File: config.mk
export PLATFORM = sky130hd
export DESIGN_NAME = hash_pad_top
export DESIGN_NICKNAME = d
export VERILOG_FILES = /design/src/rtl/hash_pad_pkg.sv /design/src/rtl/hash_pad_bswap.sv /design/src/rtl/hash_pad_term.sv /design/src/rtl/hash_pad_lenacc.sv /design/src/rtl/hash_pad_top.sv
export SDC_FILE = /design/constraint.sdc
export NUM_CORES = 1
export LEC_CHECK = 0
export BUFFER_PORTS_ARGS = -buffer_cell sky130_fd_sc_hd__buf_4
export CAP_MARGIN = 15
export CORE_MARGIN = 2
export CORE_UTILIZATION = 30
export DETAILED_ROUTE_END_ITERATION = 8
export PLACE_DENSITY = 0.53
export RECOVER_POWER = 25
export SETUP_SLACK_MARGIN = 0.05
export SLEW_MARGIN = 20
export SYNTH_ARGS = -nofsm -noshare
export SYNTH_HDL_FRONTEND = slang
export SYNTH_SLANG_ARGS = --single-unit
File: constraint.sdc
create_clock -name clk -period 4 [get_ports clk]
set_clock_uncertainty 0.2 [all_clocks]
set_input_delay 0.4 -clock clk [delete_from_list [all_inputs] [get_ports clk]]
set_output_delay 0.4 -clock clk [all_outputs]
set_load 0.02 [all_outputs]
File: src/rtl/hash_pad_pkg.sv
// Shared types for the message padding unit.
package hash_pad_pkg;
    // Word generator phases after finalization begins.
    typedef enum logic [2:0] {
        PH_IDLE  = 3'd0,
        PH_TAIL  = 3'd1,
        PH_ONE   = 3'd2,
        PH_ZERO  = 3'd3,
        PH_LENLO = 3'd4
    } pad_phase_e;
endpackage

File: src/rtl/hash_pad_bswap.sv
// Byte order unit: reverses the byte order of a word when enabled.
// Assumes WORD_W is a multiple of 8.
module hash_pad_bswap #(
    parameter int WORD_W = 32
) (
    input  logic              en,
    input  logic [WORD_W-1:0] din,
    output logic [WORD_W-1:0] dout
);
    localparam int NBYTES = WORD_W / 8;

    logic [WORD_W-1:0] rev;

    // One lane per byte: byte b takes mirrored byte NBYTES-1-b.
    for (genvar b = 0; b < NBYTES; b++) begin : g_lane
        assign rev[8*b +: 8] = din[WORD_W - 8*(b+1) +: 8];
    end

    // Select reversed or straight word.
    assign dout = en ? rev : din;
endmodule

File: src/rtl/hash_pad_term.sv
// Terminator former: keeps the top nbits message bits of a word, sets the
// next bit and clears the rest. Assumes nbits is nonzero when used.
module hash_pad_term #(
    parameter int WORD_W = 32,
    parameter int NB_W   = 5
) (
    input  logic [WORD_W-1:0] din,
    input  logic [NB_W-1:0]   nbits,
    output logic [WORD_W-1:0] dout
);
    localparam logic [WORD_W-1:0] ONES = '1;
    localparam logic [WORD_W-1:0] MSB  = {1'b1, {(WORD_W-1){1'b0}}};

    // Mask off unused low bits and insert the one bit after the valid ones.
    assign dout = (din & ~(ONES >> nbits)) | (MSB >> nbits);
endmodule

File: src/rtl/hash_pad_lenacc.sv
// Length accumulator: counts message bits, a full word per accepted word,
// and corrects for a partial last word at the finalize trigger.
// Assumes add and clr never coincide.
module hash_pad_lenacc #(
    parameter int WORD_W = 32,
    parameter int NB_W   = 5,
    parameter int LEN_W  = 64
) (
    input  logic             clk,
    input  logic             rst_n,
    input  logic             clr,
    input  logic             add,
    input  logic             fix,
    input  logic             part,
    input  logic [NB_W-1:0]  nbits,
    output logic [LEN_W-1:0] len
);
    localparam logic [LEN_W-1:0] WBITS = LEN_W'(WORD_W);

    logic [LEN_W-1:0] base;

    // Running count including a word accepted this cycle.
    assign base = add ? len + WBITS : len;

    // Update the count; a partial last word contributes nbits, not a full word.
    always_ff @(posedge clk) begin
        if (!rst_n || clr) begin
            len <= '0;
        end else if (fix && part) begin
            len <= base - WBITS + LEN_W'(nbits);
        end else begin
            len <= base;
        end
    end
endmodule

File: src/rtl/hash_pad_top.sv
// Message padding unit top. Holds back the latest data word until the
// message end is known, then emits terminator, zero fill and 64-bit length
// in 16-word blocks through a registered valid/ready output stage.
// Assumes BLK_WORDS is at least 4 and LEN_W is twice WORD_W.
module hash_pad_top #(
    parameter int WORD_W    = 32,
    parameter int BLK_WORDS = 16
) (
    input  logic                          clk,
    input  logic                          rst_n,
    input  logic                          le_mode,
    input  logic                          in_valid,
    output logic                          in_ready,
    input  logic [WORD_W-1:0]             in_data,
    input  logic                          in_dlast,
    input  logic [$clog2(WORD_W)-1:0]     last_bits,
    input  logic                          fin_cmd,
    output logic                          busy,
    output logic                          out_valid,
    input  logic                          out_ready,
    output logic [WORD_W-1:0]             out_data,
    output logic                          out_blast,
    output logic                          out_mlast
);
    import hash_pad_pkg::*;

    localparam int NB_W  = $clog2(WORD_W);
    localparam int IDX_W = $clog2(BLK_WORDS);
    localparam int LEN_W = 2 * WORD_W;
    localparam logic [IDX_W-1:0] IDX_HI  = IDX_W'(BLK_WORDS - 2);
    localparam logic [IDX_W-1:0] IDX_END = IDX_W'(BLK_WORDS - 1);
    localparam logic [WORD_W-1:0] TOP1   = {1'b1, {(WORD_W-1){1'b0}}};

    pad_phase_e        ph_q, ph_nx, ph_after;
    logic [WORD_W-1:0] pend_q, swapped, padded, gen_d;
    logic              pend_v;
    logic [NB_W-1:0]   nb_q;
    logic [IDX_W-1:0]  idx_q;
    logic [LEN_W-1:0]  len;
    logic              drain, adv, acc, trig, part, gen_v, fire;

    hash_pad_bswap #(.WORD_W(WORD_W)) u_bswap (
        .en   (le_mode),
        .din  (in_data),
        .dout (swapped)
    );

    hash_pad_term #(.WORD_W(WORD_W), .NB_W(NB_W)) u_term (
        .din   (pend_q),
        .nbits (nb_q),
        .dout  (padded)
    );

    hash_pad_lenacc #(.WORD_W(WORD_W), .NB_W(NB_W), .LEN_W(LEN_W)) u_len (
        .clk   (clk),
        .rst_n (rst_n),
        .clr   (fire && ph_q == PH_LENLO),
        .add   (acc),
        .fix   (trig),
        .part  (part),
        .nbits (last_bits),
        .len   (len)
    );

    // Handshake and trigger decode.
    always_comb begin
        drain    = out_valid && out_mlast;
        busy     = (ph_q != PH_IDLE) || drain;
        adv      = !out_valid || out_ready;
        in_ready = (ph_q == PH_IDLE) && !drain && (!pend_v || adv);
        acc      = in_valid && in_ready;
        trig     = (ph_q == PH_IDLE) && !drain && (fin_cmd || (acc && in_dlast));
        part     = (acc || pend_v) && (last_bits != '0);
    end

    // Word generator: selects the next word and the phase that follows it.
    always_comb begin
        gen_v    = 1'b1;
        gen_d    = '0;
        ph_after = ph_q;
        unique case (ph_q)
            PH_IDLE: begin
                gen_v = acc && pend_v;
                gen_d = pend_q;
            end
            PH_TAIL: begin
                if (!pend_v) begin
                    gen_d    = TOP1;
                    ph_after = PH_ZERO;
                end else if (nb_q != '0) begin
                    gen_d    = padded;
                    ph_after = PH_ZERO;
                end else begin
                    gen_d    = pend_q;
                    ph_after = PH_ONE;
                end
            end
            PH_ONE: begin
                gen_d    = TOP1;
                ph_after = PH_ZERO;
            end
            PH_ZERO: begin
                if (idx_q == IDX_HI) begin
                    gen_d    = len[LEN_W-1:WORD_W];
                    ph_after = PH_LENLO;
                end
            end
            PH_LENLO: begin
                gen_d    = len[WORD_W-1:0];
                ph_after = PH_IDLE;
            end
            default: begin
                gen_v    = 1'b0;
                ph_after = PH_IDLE;
            end
        endcase
        fire = gen_v && adv;
    end

    // Next phase: enter the tail on a trigger, advance on each emitted word.
    always_comb begin
        ph_nx = ph_q;
        if (ph_q == PH_IDLE) begin
            if (trig) ph_nx = PH_TAIL;
        end else if (fire) begin
            ph_nx = ph_after;
        end
    end

    // Phase register.
    always_ff @(posedge clk) begin
        if (!rst_n) ph_q <= PH_IDLE;
        else        ph_q <= ph_nx;
    end

    // Held-back word: loaded on accept, released when the tail word leaves.
    always_ff @(posedge clk) begin
        if (!rst_n) begin
            pend_q <= '0;
            pend_v <= 1'b0;
        end else if (acc) begin
            pend_q <= swapped;
            pend_v <= 1'b1;
        end else if (fire && ph_q == PH_TAIL) begin
            pend_v <= 1'b0;
        end
    end

    // Valid-bit count captured at the finalize trigger.
    always_ff @(posedge clk) begin
        if (!rst_n)    nb_q <= '0;
        else if (trig) nb_q <= last_bits;
    end

    // Word index within the current block.
    always_ff @(posedge clk) begin
        if (!rst_n)    idx_q <= '0;
        else if (fire) idx_q <= (idx_q == IDX_END) ? '0 : idx_q + 1'b1;
    end

    // Registered output stage.
    always_ff @(posedge clk) begin
        if (!rst_n) begin
            out_valid <= 1'b0;
            out_data  <= '0;
            out_blast <= 1'b0;
            out_mlast <= 1'b0;
        end else if (adv) begin
            out_valid <= fire;
            if (fire) begin
                out_data  <= gen_d;
                out_blast <= (idx_q == IDX_END);
                out_mlast <= (ph_q == PH_LENLO);
            end
        end
    end
endmodule

==> key figures, run 1 <==
Timing
  – Fmax: 0.264 GHz
  – Period Utilization, post-route: 0.946
  – Hold WS: 0.0552 ns
  – Final TNS setup: 0 ns
  – # setup viols final: 0
  – RSZ-0062 raised after global routing: no
  – Final hold violations: 0
  – Fin. max-slew vios: 0
  – Slew margin rel.: 0.0862
  – Min Tclk post-route: ~3.8 ns
  – Measured slew at the worst slew-check pin: 1.37 ns

Die
  – Site Rows: 67
  – Die W: between 150 and 200 um
  – Vert. Die Dim: 188 um
  – Initial core utilization: 0.304
  – Core footprint: about 34000 um^2
  – Die ar.: 35500 um^2
  – Io pins: 81

Clocking
  – Reg clk slew, reported paths: 0.07 ns
  – CTS Buf Count: 17
  – Htree depth: 4
  – CTS tree: yes
  – CTS root buffer: clkbuf_16
  – CTS Sinks: 144
  – Post-cts hold buffer count: 0
  – Clock Path Buffers: 2
  – Worst skew pair latency: 0.45 ns

Cells and area
  – # fillers: 3548
  – NumNets Final: 1512
  – Final core utilization: 0.384
  – Final instance count without filler cells: 1920
  – # diodes: 0
  – Fin area: between 10000 and 15000 um^2
  – Layout cell share with drive strength beyond 1: 0.211
  – P&R area growth vs syn: 26.0%

Worst setup path
  – Required @ worst endpoint: 4.18 ns
  – CP bufs+invs: 1
  – Crit path max-delay family: simple AND/OR/NAND/NOR gates
  – Max incr delay on CP: 0.56 ns
  – CP Max Fanout: 8
  – Worst-path cell chain: nand2_1 > nor4_1 > nand4_2 > o31ai_2 > nand3_1 > nor4_4 > nand4_2 > buf_4 > or4_1 > nand2_1
  – Critical path type: flip-flop to flip-flop
  – Worst Setup End Kind: flip-flop
  – Startpoint types: flip-flop
  – Slowest CP cell: dfxtp_1
  – Worst EP arrival: 3.96 ns

Yosys
  – Top cell type by total area after synthesis: dfxtp_1
  – Register area share after synthesis: 0.282
  – Cells after synthesis: ~1300
  – Top post-synthesis cells by area: dfxtp_1, o211a_1, xnor2_1, mux2i_1, nand2_1
  – Ys async rst share: 0
  – Post-synth EDFFs: 0
  – Mean Syn Cell Area: 7.92 um^2
  – Post-synth top flop: dfxtp_1
  – Synthesis Warnings: 0
  – Mapped Area: 10200 um^2
  – Syn nets: 1342
  – Top cell type's share of synthesized area: 0.282
  – #FFs+latches synth: between 100 and 150
  – Distinct cells, synth: a little over 80

Detailed routing
  – Detail Route Antenna Nets: 0
  – Drt first pass iters: 9
  – DR iter-0 viols: 1142
  – Routed len/inst: between 20 and 25 um
  – DR WL met3: 2.98 mm
  – Drt total wl: about 41 mm
  – Metal2 WL: 18.4 mm
  – Top routing layer in use: met4
  – M1 WL: 18.6 mm
  – Via density: ~5.7
  – Remaining DRCs: 0
  – Via Count: 10900

Placement
  – Placed Cells: 1885
  – Final weighted congestion in routability-driven placement: 0.998
  – Port Buffers: 80
  – Cell area after placement: 12300 um^2
  – HPWL after DPL: 32.4 mm

Power
  – VDD IR max: about 0.32 mV
  – P_leak: between 5 and 6 nW
  – Power Density: 809 nW/um^2

Global routing
  – All-Layer GR Usage: 0.230
  – Initial antenna violation count: 1
  – First-pass GRT wire length: 62.8 mm
  – Gr ovfl total: 0
  – Largest net degree at the start of global routing: 81
  – Vias in the first global route: ~10000

Status
  – Status: complete, no violations

Job
  – Maxcap violations: 0

Min path
  – Hold Path Class: input port to flip-flop
==> worst paths after layout <==
| kind | from | endpoint | slack [ns] | depth (start not counted) |
|---|---|---|---|---|
| max | u_len.len[33] | u_len.len[61] | 0.22 | 10 |
| min | last_bits[3] | nb_q[3] | 0.06 | 3 |
| max reg2reg | u_len.len[33] | u_len.len[61] | 0.22 | 10 |
| min reg2reg | out_blast | out_blast | 0.28 | 2 |
==> registers in the layout, indices dropped and copies added (netlist names) <==
signal,cells
out_data,32
nb_q,5
idx_q,4
out_blast,1
out_mlast,1
ph_q,3
u_len.len,64
out_valid,1
pend_q,32
pend_v,1
==> where the power goes <==
group          switching (mW)  leakage (nW)  internal, mW  total [mW]
clock network           0.721         0.312          1.08        1.80
logic                    3.39          3.90          2.63        6.03
registers               0.668          1.18          1.91        2.58
total                    4.78          5.40          5.63        10.4
==> area by class of cell <==
cell class / count / area, um^2 / share of cell area
multi-input combinational: 1032 / 6970 / 0.542
tap: 448 / 561 / 0.0436
sequential: 144 / 2890 / 0.225
clock buffer: 19 / 443 / 0.0344
clock inverter: 13 / 203 / 0.0158
inverter: 16 / 62.6 / 0.00486
timing repair buffer: 248 / 1740 / 0.135
==> what timing repair did <==
action / in CTS / in global routing
setup endpoints to repair: 0 / 18
gates resized for setup: 0 / 15
buffers inserted: 0 / 3
==> layout by cell type (no fill, tap or decap), types with 12 or more instances in the layout <==
cell type  count
nor3b_1       12
buf_4        209
o211ai_1      12
a222oi_1      12
xnor2_1       67
nor2_1       120
a21oi_1       44
mux2_2        13
inv_1         15
clkbuf_16     17
and2_1        13
xor2_1        31
nand4_1       42
o211a_1       60
and3_1        19
o21ai_0       45
or2_2         14
nor2b_1       17
clkbuf_1      38
nor4_1        30
mux2i_1       56
nor3_1        44
nand3_1       61
nand2_1      137
dfxtp_1      140
==> cell usage after synthesis (all sizes together), types with 6 or more instances <==
cell type,instances
or2,14
o211a,60
nand3b,6
dfxtp,144
a221oi,6
and4,8
nand2b,9
nand2,138
nand4,45
nor4,40
mux2i,56
and2,14
inv,16
a31oi,8
o21ai,45
nand3,63
or3,9
nor3b,12
and3,19
nor2b,17
o31ai,7
o211ai,12
ha,8
mux2,14
clkbuf,70
xnor2,68
xor2,31
nor3,49
a2111oi,6
a21oi,44
a222oi,12
buf,27
nor2,120
or4,8
nor4b,6
==> kinds of logic (layout without fill, tap and decap cells) <==
family,after synthesis,after routing,share of synthesized area
flip-flops,144,144,0.282
AO/OA/AOI/OAI,261,261,0.197
multiplexers,70,70,0.0704
buffers and inverters,113,296,0.0433
AND/OR/NAND/NOR,592,592,0.309
XOR/XNOR,99,99,0.0850
adder cells (fa/ha/maj),10,10,0.0128
==> worst min-delay path: stages <==
cell	delay, ns
buf_4	0.11
a21oi_1	0.06
nor2b_1	0.09
==> per-stage QoR <==
stage	power (mW)	worst slack [ns]
final	10.4	0.216
after global routing	11.1	0.0385
after CTS	10.3	0.0809
after detailed placement	8.50	0.116
after global placement	8.46	0.116
after floorplan	5.94	0.0514
==> metal layers <==
| layer | GRT usage | up-vias |
|---|---|---|
| met1 | 0.311 | 5229 |
| met4 | 0.0856 | 0 |
| met3 | 0.0473 | 82 |
| met5 | 0 | - |
| li1 | - | 5129 |
| met2 | 0.361 | 462 |
Note: power is estimated with default switching activity, not from simulation.
==> inputs of run 2 (changes only) <==
--- a/config.mk
+++ b/config.mk
@@ -16,4 +16,5 @@
 export SLEW_MARGIN = 20
 export SYNTH_ARGS = -nofsm -noshare
 export SYNTH_HDL_FRONTEND = slang
+export SYNTH_HIERARCHICAL = 1
 export SYNTH_SLANG_ARGS = --single-unit
==> run 2 against run 1 <==
  * Combinational power down 57%
  * Critical endpoint is now u_len/len[58]
  * Via count rose by 0.41%
  * Routed wire length shrank 3.5%
  * Synthesized cell count increased by 4.7%
  * Clock-buffer cell count grew 2
  * Hold slack worse by 0.020 ns
  * Fmax shrank 1.8%
  * Clock power shrank 8%
  * Register-to-register slack worse by 0.07 ns
  * Highest routed layer is now met5
  * Area after synthesis increased by 5.1%
  * Die area up 5.0%
  * Cell count grew 0.26%
==> key figures, run 2 <==
Power
  – Final Total Pwr: 6.31 mW
  – Combinational power share: 0.414
  – Power Density: about 490 nW/um^2
  – Switching Fraction: 0.418
  – Cell internal pwr: 3.68 mW
  – Seq pwr share: 0.324
  – Clock Power Share: 0.263
  – Switching power: 2.64 mW
  – P_leak: ~4.7 nW
  – VDD IR max: around 0.29 mV

Detailed routing
  – Drt first pass iters: 6
  – Detail Route Antenna Nets: 0
  – Via density: 5.69
  – Via Count: 10900
  – Drt total wl: 39.9 mm
  – Routed len/inst: roughly 21 um
  – DR iter-0 viols: 1324
  – Remaining DRCs: 0

Yosys
  – Top cell type by total area after synthesis: dfxtp_1
  – Cells after synthesis: about 1400
  – Post-synthesis compound-gate area fraction: 0.220
  – Distinct cells, synth: 88
  – Ys async rst share: 0
  – Mapped Area: 10700 um^2
  – Syn nets: 1403
  – Top post-synthesis cells by area: dfxtp_1, xnor2_1, nand2_1, a21oi_1, nor2_1
  – Post-Synth Adder-Cell Area: 0.0112
  – Synth top cells by count: dfxtp_1, nand2_1, nor2_1
  – Post-synth top flop: dfxtp_1
  – Dominant combinational cell family by area after synthesis: simple AND/OR/NAND/NOR gates
  – Register area share after synthesis: 0.269
  – Mux share of post-synthesis cell area: 0.0527
  – Synth Area in Simple Gates: 0.300
  – Synthesis Warnings: 6
  – Mean Syn Cell Area: 7.94 um^2
  – #FFs+latches synth: 144
  – XOR/XNOR share of the synthesized area: 0.0857
  – Top cell type's share of synthesized area: 0.269
  – Post-synth EDFFs: 0

Timing
  – Setup WS post-layout: 0.147 ns
  – Min Tclk post-route: 3.85 ns
  – Final hold violations: 0
  – Period Utilization, post-route: 0.963
  – Measured slew at the worst slew-check pin: 1.02 ns
  – Slew margin rel.: 0.318
  – Fmax: between 0.2 and 0.3 GHz
  – Fin. max-slew vios: 0
  – # setup viols final: 0
  – Final TNS setup: 0 ns
  – Hold WS: between 0.03 and 0.04 ns
  – RSZ-0062 raised after global routing: yes

Cells and area
  – Largest regs: u_len/len x64, out_data x32, pend_q x32
  – Largest Register: u_len/len
  – # diodes: 0
  – Largest register FFs: 64
  – Layout cell share with drive strength beyond 1: 0.219
  – Multi-input logic area: 7390 um^2
  – P&R area growth vs syn: 20.4%
  – NumNets Final: 1504
  – # fillers: 3704
  – Most used cells in the layout excluding fill and tap cells: buf_4, nand2_1, dfxtp_1
  – Sequential Area: ~2900 um^2
  – Commonest non-fill, non-tap cell in the layout: buf_4

Min path
  – Hold Path Class: input port to flip-flop

Clocking
  – Reg clk slew, reported paths: ~0.070 ns
  – Htree depth: 4
  – CTS tree: yes
  – Worst skew pair latency: 0.45 ns
  – Clock Path Buffers: 2
  – CTS root buffer: clkbuf_16
  – CTS Buf Count: 17
  – CTS Sinks: between 100 and 150

Placement
  – Setup slack at placement: 0.0663 ns
  – HPWL after DPL: 29.3 mm
  – Final weighted congestion in routability-driven placement: 0.936
  – Port Buffers: 80

Worst setup path
  – Max incr delay on CP: 0.62 ns
  – Startpoint types: flip-flop
  – Slowest CP cell: or4_4
  – Worst Setup End Kind: flip-flop
  – CP dominant cell by count: nand4_1
  – CP bufs+invs: 3
  – Worst EP arrival: between 3 and 4 ns
  – Worst-path cell chain: a2111oi_4 > nand3_2 > inv_4 > nand4_1 > or4_4 > nor2_4 > xnor2_2 > and3_1 > nand4_1 > buf_12 > nor4_4 > buf_6 > a311o_1 > o21ai_1
  – CP Max Fanout: 11
  – Required @ worst endpoint: slightly above 4 ns
  – Critical path type: flip-flop to flip-flop
  – Crit path max-delay family: simple AND/OR/NAND/NOR gates

Die
  – Die W: 193 um
  – Core footprint: between 30000 and 40000 um^2
  – Site Rows: 69
  – Die ar.: 37300 um^2
  – Initial core utilization: 0.303
  – Vert. Die Dim: 193 um
  – Io pins: 81

Global routing
  – Gr ovfl total: 0
  – All-Layer GR Usage: 0.213
  – Initial antenna violation count: 1
  – Largest net degree at the start of global routing: 84
  – First-pass GRT wire length: 61.3 mm
  – Vias in the first global route: 10500

Status
  – Status: complete, no violations

Job
  – Maxcap violations: 0
-- run 2: cell types whose count changed after synthesis, sizes merged, moves of 16 or more --
| cell | previous run | this run |
|---|---|---|
| a21oi | 44 | 106 |
| a222oi | 12 | 31 |
| a311oi | 3 | 31 |
| buf | 27 | 53 |
| mux2 | 14 | 34 |
| mux2i | 56 | 7 |
| nor3b | 12 | 37 |
| nor4 | 40 | 24 |
| o211a | 60 | 1 |
| o21a | 5 | 37 |
-- run 2: stage by stage --
step	instance area, um^2	util	instances
2_1_floorplan	10800	-	1350
3_3_place_gp	12200	0.346	1885
3_5_place_dp	12200	0.346	1885
4_1_cts	12800	0.363	1917
5_1_grt	12900	0.365	1925
6_report	12900	0.365	1925
-- run 2: worst paths after layout --
path | slack, ns | cells past startpoint | end | from
max | 0.15 | 14 | u_len/len[58] | out_valid
min | 0.04 | 3 | nb_q[0] | last_bits[0]
max reg2reg | 0.15 | 14 | u_len/len[58] | out_valid
min reg2reg | 0.28 | 2 | out_blast | out_blast
-- run 2: logic make-up after synthesis --
group	count (synthesis)
DFF	144
adders and majority gates	9
AOI/OAI and AO/OA	341
buffers and inverters	132
muxes	41
and+or+nand+nor	578
xor gates and xnor gates	105
-- run 2: timing repair --
item                       in CTS  in global routing
setup buffers                   0                  8
cloned                          0                  0
hold buffers                    0                  0
gates resized for setup         1                 30
setup endpoints to repair       2                 24
pin swaps                       0                 14
-- run 2: cell type report --
type / count / share of cell area
clock inverter: 11 / 0.00911
clock buffer: 21 / 0.0372
multi-input combinational: 1074 / 0.572
inverter: 19 / 0.00572
sequential: 144 / 0.224
timing repair buffer: 195 / 0.107
tap: 461 / 0.0447
-- run 2: routing by layer --
layer	global-route usage	vias up	part of all wire
met5	0	-	0.00035
met4	0.0696	2	0.024
met3	0.0375	53	0.063
met2	0.347	375	0.46
met1	0.284	5344	0.45
li1	-	5173	-
-- run 2: tightest hold or removal path: cells and delay by family --
family	cells	cell delay (ns)
AND/OR/NAND/NOR	1	0.06
buffers and inverters	1	0.13
AO/OA/AOI/OAI	1	0.05
-- run 2: power by group through the flow --
stage	sequential [mW]	clock, mW	combinational (mW)
floorplan	1.98	0	1.72
global placement	2.07	0	2.52
detailed placement	2.08	0	2.52
CTS	2.05	1.68	2.54
global route	2.07	1.74	2.84
finish	2.04	1.66	2.61
